### config.mk
export PLATFORM = sky130hd
export DESIGN_NAME = uart2_query_port
export DESIGN_NICKNAME = d
export VERILOG_FILES = /design/src/rtl/uq_pkg.sv /design/src/rtl/uq_uart_rx.sv /design/src/rtl/uq_uart_tx.sv /design/src/rtl/uq_slip_dec.sv /design/src/rtl/uq_reply_queue.sv /design/src/rtl/uart2_query_port.sv
export SDC_FILE = /design/constraint.sdc
export NUM_CORES = 1
export LEC_CHECK = 0
export BUFFER_PORTS_ARGS = -buffer_cell sky130_fd_sc_hd__buf_2
export CORE_MARGIN = 2
export CORE_UTILIZATION = 25
export CTS_CLUSTER_SIZE = 14
export DETAILED_ROUTE_END_ITERATION = 16
export PLACE_DENSITY = 0.44
export RECOVER_POWER = 100
export SYNTH_ARGS = -nofsm -noshare
export SYNTH_HDL_FRONTEND = slang
export SYNTH_SLANG_ARGS = --single-unit
### constraint.sdc
create_clock -name clk -period 6.3 [get_ports clk]
set_input_delay 1.26 -clock clk [delete_from_list [all_inputs] [get_ports clk]]
set_output_delay 1.26 -clock clk [all_outputs]
set_load 0.005 [all_outputs]
### src/rtl/uq_pkg.sv
package uq_pkg;
   localparam logic [7:0] SLIP_END     = 8'hC0;
   localparam logic [7:0] SLIP_ESC     = 8'hDB;
   localparam logic [7:0] SLIP_ESC_END = 8'hDC;
   localparam logic [7:0] SLIP_ESC_ESC = 8'hDD;

   typedef enum logic [1:0] {
      RP_IDLE = 2'd0,
      RP_DATA = 2'd1,
      RP_ESC  = 2'd2,
      RP_END  = 2'd3
   } reply_st_t;

   typedef enum logic [1:0] {
      RX_IDLE  = 2'd0,
      RX_START = 2'd1,
      RX_DATA  = 2'd2,
      RX_STOP  = 2'd3
   } rx_st_t;
endpackage

### src/rtl/uq_uart_rx.sv
module uq_uart_rx
   import uq_pkg::*;
#(
   parameter int DIV_W       = 16,
   parameter int SYNC_STAGES = 2
) (
   input  logic             clk,
   input  logic             rst_n,
   input  logic [DIV_W-1:0] div_i,
   input  logic             line_i,
   output logic [7:0]       data_o,
   output logic             valid_o
);
   if (SYNC_STAGES < 2) begin : g_bad_sync
      $error("uq_uart_rx: SYNC_STAGES must be at least 2");
   end

   logic [SYNC_STAGES-1:0] sync_q;
   logic                   line_s;

   for (genvar s = 0; s < SYNC_STAGES; s++) begin : g_sync
      if (s == 0) begin : g_first
         always_ff @(posedge clk) begin
            if (!rst_n) sync_q[0] <= 1'b1;
            else        sync_q[0] <= line_i;
         end
      end else begin : g_next
         always_ff @(posedge clk) begin
            if (!rst_n) sync_q[s] <= 1'b1;
            else        sync_q[s] <= sync_q[s-1];
         end
      end
   end
   assign line_s = sync_q[SYNC_STAGES-1];

   rx_st_t           st_q;
   logic [DIV_W-1:0] cnt_q;
   logic [2:0]       bit_q;
   logic [7:0]       sh_q;

   always_ff @(posedge clk) begin
      if (!rst_n) begin
         st_q    <= RX_IDLE;
         cnt_q   <= '0;
         bit_q   <= '0;
         sh_q    <= '0;
         data_o  <= '0;
         valid_o <= 1'b0;
      end else begin
         valid_o <= 1'b0;
         case (st_q)
            RX_IDLE: begin
               if (!line_s) begin
                  cnt_q <= '0;
                  st_q  <= RX_START;
               end
            end
            RX_START: begin
               if (cnt_q == (div_i >> 1)) begin
                  cnt_q <= '0;
                  bit_q <= '0;
                  st_q  <= line_s ? RX_IDLE : RX_DATA;
               end else begin
                  cnt_q <= cnt_q + 1'b1;
               end
            end
            RX_DATA: begin
               if (cnt_q == div_i - 1'b1) begin
                  cnt_q <= '0;
                  sh_q  <= {line_s, sh_q[7:1]};
                  bit_q <= bit_q + 1'b1;
                  if (bit_q == 3'd7) st_q <= RX_STOP;
               end else begin
                  cnt_q <= cnt_q + 1'b1;
               end
            end
            default: begin
               if (cnt_q == div_i - 1'b1) begin
                  cnt_q <= '0;
                  st_q  <= RX_IDLE;
                  if (line_s) begin
                     data_o  <= sh_q;
                     valid_o <= 1'b1;
                  end
               end else begin
                  cnt_q <= cnt_q + 1'b1;
               end
            end
         endcase
      end
   end

   AST_RX_VALID_AFTER_STOP: assert property (@(posedge clk) disable iff (!rst_n)
      valid_o |-> $past(st_q == RX_STOP)) else $error("byte without stop bit");
endmodule

### src/rtl/uq_uart_tx.sv
module uq_uart_tx #(
   parameter int DIV_W = 16
) (
   input  logic             clk,
   input  logic             rst_n,
   input  logic [DIV_W-1:0] div_i,
   input  logic [7:0]       data_i,
   input  logic             valid_i,
   output logic             ready_o,
   output logic             line_o
);
   logic             busy_q;
   logic [9:0]       sh_q;
   logic [3:0]       nb_q;
   logic [DIV_W-1:0] cnt_q;

   assign ready_o = !busy_q;
   assign line_o  = busy_q ? sh_q[0] : 1'b1;

   always_ff @(posedge clk) begin
      if (!rst_n) begin
         busy_q <= 1'b0;
         sh_q   <= '1;
         nb_q   <= '0;
         cnt_q  <= '0;
      end else if (!busy_q) begin
         if (valid_i) begin
            sh_q   <= {1'b1, data_i, 1'b0};
            nb_q   <= '0;
            cnt_q  <= '0;
            busy_q <= 1'b1;
         end
      end else if (cnt_q == div_i - 1'b1) begin
         cnt_q <= '0;
         sh_q  <= {1'b1, sh_q[9:1]};
         nb_q  <= nb_q + 1'b1;
         if (nb_q == 4'd9) busy_q <= 1'b0;
      end else begin
         cnt_q <= cnt_q + 1'b1;
      end
   end

   AST_TX_START_LOW: assert property (@(posedge clk) disable iff (!rst_n)
      (valid_i && ready_o) |=> !line_o) else $error("no start bit");
endmodule

### src/rtl/uq_slip_dec.sv
module uq_slip_dec
   import uq_pkg::*;
(
   input  logic       clk,
   input  logic       rst_n,
   input  logic [7:0] byte_i,
   input  logic       byte_valid_i,
   output logic [7:0] data_o,
   output logic       valid_o,
   output logic       eof_o,
   output logic       query_o
);
   logic esc_q;
   logic body_q;

   always_ff @(posedge clk) begin
      if (!rst_n) begin
         esc_q   <= 1'b0;
         body_q  <= 1'b0;
         data_o  <= '0;
         valid_o <= 1'b0;
         eof_o   <= 1'b0;
         query_o <= 1'b0;
      end else begin
         valid_o <= 1'b0;
         eof_o   <= 1'b0;
         query_o <= 1'b0;
         if (byte_valid_i) begin
            if (byte_i == SLIP_END) begin
               query_o <= 1'b1;
               eof_o   <= body_q;
               body_q  <= 1'b0;
               esc_q   <= 1'b0;
            end else if (esc_q) begin
               esc_q   <= 1'b0;
               body_q  <= 1'b1;
               valid_o <= 1'b1;
               data_o  <= (byte_i == SLIP_ESC_END) ? SLIP_END :
                          (byte_i == SLIP_ESC_ESC) ? SLIP_ESC : byte_i;
            end else if (byte_i == SLIP_ESC) begin
               esc_q <= 1'b1;
            end else begin
               body_q  <= 1'b1;
               valid_o <= 1'b1;
               data_o  <= byte_i;
            end
         end
      end
   end

   AST_EOF_NEEDS_BODY: assert property (@(posedge clk) disable iff (!rst_n)
      eof_o |-> query_o) else $error("frame end without end token");
endmodule

### src/rtl/uq_reply_queue.sv
module uq_reply_queue
   import uq_pkg::*;
#(
   parameter int DEPTH = 64,
   parameter int QMAX  = 3
) (
   input  logic       clk,
   input  logic       rst_n,
   input  logic [7:0] in_data_i,
   input  logic       in_valid_i,
   input  logic       in_last_i,
   output logic       drop_o,
   input  logic       query_i,
   output logic [7:0] u_data_o,
   output logic       u_valid_o,
   input  logic       u_ready_i
);
   localparam int AW = $clog2(DEPTH);
   localparam int QW = $clog2(QMAX + 1);
   localparam logic [AW:0] FULL = (AW+1)'(DEPTH);
   localparam logic [QW-1:0] QTOP = QW'(QMAX);

   if (DEPTH < 2 || (DEPTH & (DEPTH - 1)) != 0) begin : g_bad_depth
      $error("uq_reply_queue: DEPTH must be a power of two of at least 2");
   end
   if (QMAX < 1) begin : g_bad_qmax
      $error("uq_reply_queue: QMAX must be at least 1");
   end

   logic [8:0]  mem [DEPTH];
   logic [AW:0] wr_q, cm_q, rd_q, used;
   logic [AW:0] nfr_q;
   logic        drop_q;
   logic        fr_inc, fr_dec;
   logic [QW-1:0] qcnt_q;
   logic        take;
   reply_st_t   st_q;
   logic [8:0]  head;
   logic        head_spec;
   logic        hs;

   assign used = wr_q - rd_q;

   // write side: whole-frame commit, whole-frame drop
   always_ff @(posedge clk) begin
      if (!rst_n) begin
         wr_q   <= '0;
         cm_q   <= '0;
         drop_q <= 1'b0;
         drop_o <= 1'b0;
      end else begin
         drop_o <= 1'b0;
         if (in_valid_i) begin
            if (drop_q) begin
               if (in_last_i) begin
                  drop_q <= 1'b0;
                  drop_o <= 1'b1;
               end
            end else if (used < FULL) begin
               wr_q <= wr_q + 1'b1;
               if (in_last_i) cm_q <= wr_q + 1'b1;
            end else begin
               wr_q <= cm_q;
               if (in_last_i) drop_o <= 1'b1;
               else           drop_q <= 1'b1;
            end
         end
      end
   end

   always_ff @(posedge clk) begin
      if (in_valid_i && !drop_q && used < FULL)
         mem[wr_q[AW-1:0]] <= {in_last_i, in_data_i};
   end

   assign fr_inc = in_valid_i && !drop_q && (used < FULL) && in_last_i;

   always_ff @(posedge clk) begin
      if (!rst_n)                nfr_q <= '0;
      else if (fr_inc && !fr_dec) nfr_q <= nfr_q + 1'b1;
      else if (!fr_inc && fr_dec) nfr_q <= nfr_q - 1'b1;
   end

   // query counter, saturating
   assign take = (st_q == RP_IDLE) && (qcnt_q != '0);

   always_ff @(posedge clk) begin
      if (!rst_n) begin
         qcnt_q <= '0;
      end else begin
         case ({query_i && (qcnt_q != QTOP), take})
            2'b10:   qcnt_q <= qcnt_q + 1'b1;
            2'b01:   qcnt_q <= qcnt_q - 1'b1;
            default: qcnt_q <= qcnt_q;
         endcase
      end
   end

   // reply engine with SLIP encoding
   assign head      = mem[rd_q[AW-1:0]];
   assign head_spec = (head[7:0] == SLIP_END) || (head[7:0] == SLIP_ESC);
   assign hs        = u_valid_o && u_ready_i;

   always_comb begin
      u_valid_o = 1'b1;
      case (st_q)
         RP_DATA: u_data_o = head_spec ? SLIP_ESC : head[7:0];
         RP_ESC:  u_data_o = (head[7:0] == SLIP_END) ? SLIP_ESC_END : SLIP_ESC_ESC;
         RP_END:  u_data_o = SLIP_END;
         default: begin
            u_data_o  = SLIP_END;
            u_valid_o = 1'b0;
         end
      endcase
   end

   assign fr_dec = hs && head[8] &&
                   ((st_q == RP_ESC) || (st_q == RP_DATA && !head_spec));

   always_ff @(posedge clk) begin
      if (!rst_n) begin
         st_q <= RP_IDLE;
         rd_q <= '0;
      end else begin
         case (st_q)
            RP_IDLE: begin
               if (take) st_q <= (nfr_q != '0) ? RP_DATA : RP_END;
            end
            RP_DATA: begin
               if (hs) begin
                  if (head_spec) begin
                     st_q <= RP_ESC;
                  end else begin
                     rd_q <= rd_q + 1'b1;
                     if (head[8]) st_q <= RP_END;
                  end
               end
            end
            RP_ESC: begin
               if (hs) begin
                  rd_q <= rd_q + 1'b1;
                  st_q <= head[8] ? RP_END : RP_DATA;
               end
            end
            default: begin
               if (hs) st_q <= RP_IDLE;
            end
         endcase
      end
   end

   AST_QCNT_LIMIT: assert property (@(posedge clk) disable iff (!rst_n)
      qcnt_q <= QTOP) else $error("query count past limit");
   AST_READ_COMMITTED: assert property (@(posedge clk) disable iff (!rst_n)
      (st_q == RP_DATA || st_q == RP_ESC) |-> (nfr_q != '0)) else $error("reading open frame");
   AST_DROP_AT_LAST: assert property (@(posedge clk) disable iff (!rst_n)
      drop_o |-> $past(in_valid_i && in_last_i)) else $error("drop pulse off frame end");
   AST_NO_OVERFLOW: assert property (@(posedge clk) disable iff (!rst_n)
      used <= FULL) else $error("buffer overrun");
   AST_REPLY_NEEDS_QUERY: assert property (@(posedge clk) disable iff (!rst_n)
      (st_q != RP_IDLE && $past(st_q) == RP_IDLE) |-> $past(qcnt_q != '0)) else $error("unsolicited reply");
endmodule

### src/rtl/uart2_query_port.sv
module uart2_query_port #(
   parameter int DIV_W       = 16,
   parameter int DEPTH       = 64,
   parameter int QMAX        = 3,
   parameter int SYNC_STAGES = 2
) (
   input  logic             clk,
   input  logic             rst_n,
   input  logic [DIV_W-1:0] baud_div,
   input  logic             rx_line_i,
   output logic             tx_line_o,
   output logic [7:0]       rcv_data_o,
   output logic             rcv_valid_o,
   output logic             rcv_eof_o,
   input  logic [7:0]       snd_data_i,
   input  logic             snd_valid_i,
   input  logic             snd_last_i,
   output logic             snd_drop_o
);
   if (DIV_W < 3) begin : g_bad_div
      $error("uart2_query_port: DIV_W must be at least 3");
   end

   logic [7:0] rx_byte;
   logic       rx_byte_v;
   logic       query;
   logic [7:0] u_data;
   logic       u_valid;
   logic       u_ready;

   uq_uart_rx #(.DIV_W(DIV_W), .SYNC_STAGES(SYNC_STAGES)) i_rx (
      .clk     (clk),
      .rst_n   (rst_n),
      .div_i   (baud_div),
      .line_i  (rx_line_i),
      .data_o  (rx_byte),
      .valid_o (rx_byte_v)
   );

   uq_slip_dec i_dec (
      .clk          (clk),
      .rst_n        (rst_n),
      .byte_i       (rx_byte),
      .byte_valid_i (rx_byte_v),
      .data_o       (rcv_data_o),
      .valid_o      (rcv_valid_o),
      .eof_o        (rcv_eof_o),
      .query_o      (query)
   );

   uq_reply_queue #(.DEPTH(DEPTH), .QMAX(QMAX)) i_q (
      .clk        (clk),
      .rst_n      (rst_n),
      .in_data_i  (snd_data_i),
      .in_valid_i (snd_valid_i),
      .in_last_i  (snd_last_i),
      .drop_o     (snd_drop_o),
      .query_i    (query),
      .u_data_o   (u_data),
      .u_valid_o  (u_valid),
      .u_ready_i  (u_ready)
   );

   uq_uart_tx #(.DIV_W(DIV_W)) i_tx (
      .clk     (clk),
      .rst_n   (rst_n),
      .div_i   (baud_div),
      .data_i  (u_data),
      .valid_i (u_valid),
      .ready_o (u_ready),
      .line_o  (tx_line_o)
   );

   AST_DIV_MIN: assert property (@(posedge clk) disable iff (!rst_n)
      baud_div >= DIV_W'(4)) else $error("bit period too short");
endmodule

==> run metrics <==
1st-iter DRT viols 1430; Yosys top cell area share about three fifths; Initial Util approximately 25%; gp weighted congestion 0.780; nets 1924; Final Max Slew Viols 697; Area contributors post-synth edfxtp_1 (59%), mux4_2 (12%), dfxtp_1 (8.5%); Reg clk slew, reported paths 60 ps; Commonest cells post-synth edfxtp_1 (576), nor2_1 (182), mux4_2 (152), dfxtp_1 (123), nand2_1 (71); DIE HEIGHT 345 um; status complete, but fails checks; Die X-Extent around 350 um; worst hold margin 406 ps; Critical Path AT 6120 ps; worst skew pair latency 640 ps; total grt overflow 0; FFs w/ async S/R, synth 0%; GRT Max-Usage Layer met2; Cell Int Power 0.00828 W; final hold vios 0; Final Critical Period approximately 5600 ps; sw frac 26.0%; Gate power share 13.0%; Post-CTS Resized 0; initial antenna violation count 2; Peak VDD IR 0.183 mV; Setup-failing EPs final 0; Post-DRT Antenna Nets 0; Worst path max stage delay around 690 ps; postcts setup bufs 0; LEAKAGE 10.6 nW; Syn Nets 1856; Netlist cell types approximately 70; CP Data Required Time between 6000 and 7000 ps; share of total power in sequential cells a little under half; Tcrit/Tclk final 88.7%; vias per cell approximately 4.7; drt first pass iters 5; Setup crit end kind flop; crit path max fanout 9; critical path, cell by cell nand2b_1 > o22ai_1 > o21ai_0 > a22oi_1 > or4_1 > a21o_1 > and2_4 > o211ai_1 > ha_1 > inv_1 > fa_1 > a21o_1 > a21oi_1 > o21bai_1 > a21oi_1 > xnor2_1 > or3_1 > a21oi_1; row count 125; Post-CTS Hold Fix Bufs 0; FF+latch count, synth between 600 and 700; DRC errors left 0; Primary FF master, synth edfxtp_1; worst hold path depth 1; cell depth of the worst flop-to-flop path 18; most numerous cell on the critical path a21oi_1; via count 16048; Post-synth EDFFs 576; Mapped Avg Cell Area around 16 sq um; Cells after Synth 1795; met3 Usage GRT under 10%; CTS tree built; synthesized cell area 29100 sq um; IO Count 41; RSZ-0062 raised after global routing no; dpl hpwl 48.5 mm; Clock Sinks 699; post-synth top area cell edfxtp_1; worst-case clock buffer depth 3; worst slew pin tran 3410 ps; Routed wire per std cell about 22 um; H-Tree Level Count 3; setup TNS 0 ps; P_sw 0.00291 W; yosys warns 0; Synth-to-Final Area Change 15.5%; f_max approximately 0.18 GHz; CORE AREA 116000 sq um; Port Buffers 40; clk_skew 33.0 ps; vias in the first global route 16434; r2r setup slk 710 ps; largest net degree at the start of global routing 65; final WL 76.0 mm; grt met1 use 16.9%; full die area 119000 sq um; sequential cell area fraction in the yosys report 67.9%; worst rel slew slack -127%; most frequent cell after synthesis edfxtp_1; CP Class reg2reg; critical path's slowest cell o21ai_0; failing checks max-capacitance violations, max-slew violations; Total GRT Usage approximately 13%; pwr dens approximately 330 nW/um^2; CTS root buffer clkbuf_16; GR Util met2 a little over a fifth; HP Class reg2reg; cts bufs inserted between 70 and 80; max-capacitance violation count 13; first-pass GRT wire length 113 mm; share of post-route cells with drive strength above 1 17.9%; startpoint class of the critical path flop; clock network power share 39.9%
## registers in the layout, summed over array words and instances, names as in the netlist, 8 cells and up, named ones only
name,count
i_dec.data_o,8
i_q.mem,576
i_rx.cnt_q,16
i_rx.data_o,8
i_rx.sh_q,8
i_tx.cnt_q,16
i_tx.sh_q,9
## layout make-up
type,instances,area [sq um]
Fill cell,11556,82200
Sequential cell,699,19800
Multi-Input combinational cell,970,8720
Clock buffer,91,2050
Tap cell,1524,1910
Timing Repair Buffer,85,591
Clock inverter,48,430
Inverter,29,109
Antenna cell,1,2.50
## kinds of logic (layout without fill, tap and decap cells)
logic type | count (synthesis) | after routing | share of synthesized area (%)
DFF | 699 | 699 | 67.9
and+or+nand+nor | 444 | 444 | 7.34
AOI/OAI and AO/OA | 197 | 197 | 4.56
muxes | 197 | 197 | 13.3
buffers and inverters | 126 | 253 | 2.01
xor gates and xnor gates | 100 | 100 | 3.44
adders and majority gates | 32 | 32 | 1.40
other | 0 | 1 | 0
## final timing paths
| kind | startpoint | to |
|---|---|---|
| worst max register to register | flop | i_q.nfr_q[6]$_SDFFE_PN0P_ |
| worst max-delay path | flop | i_q.nfr_q[6]$_SDFFE_PN0P_ |
| worst min-delay path | i_rx.sync_q[0]$_SDFF_PN1_ | i_rx.line_s$_SDFF_PN1_ |
| worst min register to register | i_rx.sync_q[0]$_SDFF_PN1_ | i_rx.line_s$_SDFF_PN1_ |
## cell usage in the layout, fill, tap and decap left out, types with 33 or more instances in the layout
master / count
edfxtp_1: 576
nand2_1: 71
clkbuf_16: 79
nand3_1: 40
a21oi_1: 61
o21ai_0: 33
xor2_1: 48
nor2_1: 182
mux2i_1: 43
clkbuf_1: 33
dfxtp_1: 120
mux4_2: 152
xnor2_1: 43
## metal layers
| layer | part of all wire [%] | vias up |
|---|---|---|
| li1 | - | 7169 |
| met1 | 45 | 8408 |
| met2 | 49 | 363 |
| met3 | 4.0 | 108 |
| met4 | 2.2 | 0 |
| met5 | 0 | - |
## metrics by stage
step	total power [W]	worst slack [ps]	utilization [%]	instance area, sq um	instances
2_1_floorplan	0.00635	1650	-	29100	1795
6_report	0.0112	710	29.0	33600	3447
5_1_grt	0.0117	250	29.0	33600	3446
3_3_place_gp	0.00683	506	26.9	31200	3307
3_5_place_dp	0.00685	617	26.9	31200	3307
4_1_cts	0.0113	614	29.1	33700	3446
## worst max-delay path, delay by kind of cell, from the launching register on
family | cells | cell delay [ps]
AO/OA/AOI/OAI | 10 | 2440
XOR/XNOR | 1 | 90
adder cells (fa/ha/maj) | 2 | 700
buffers and inverters | 1 | 150
flip-flops | 1 | 440
AND/OR/NAND/NOR | 4 | 1670
## power by group through the flow
| stage | Clock, W | Combinational [W] | Sequential [W] |
|---|---|---|---|
| finish | 0.00446 | 0.00145 | 0.00527 |
| global route | 0.00476 | 0.00162 | 0.00529 |
| CTS | 0.00458 | 0.00150 | 0.00526 |
| detailed placement | 0 | 0.00149 | 0.00536 |
| global placement | 0 | 0.00148 | 0.00535 |
| floorplan | 0 | 0.00104 | 0.00530 |
Power figures use the tool's default switching activity.
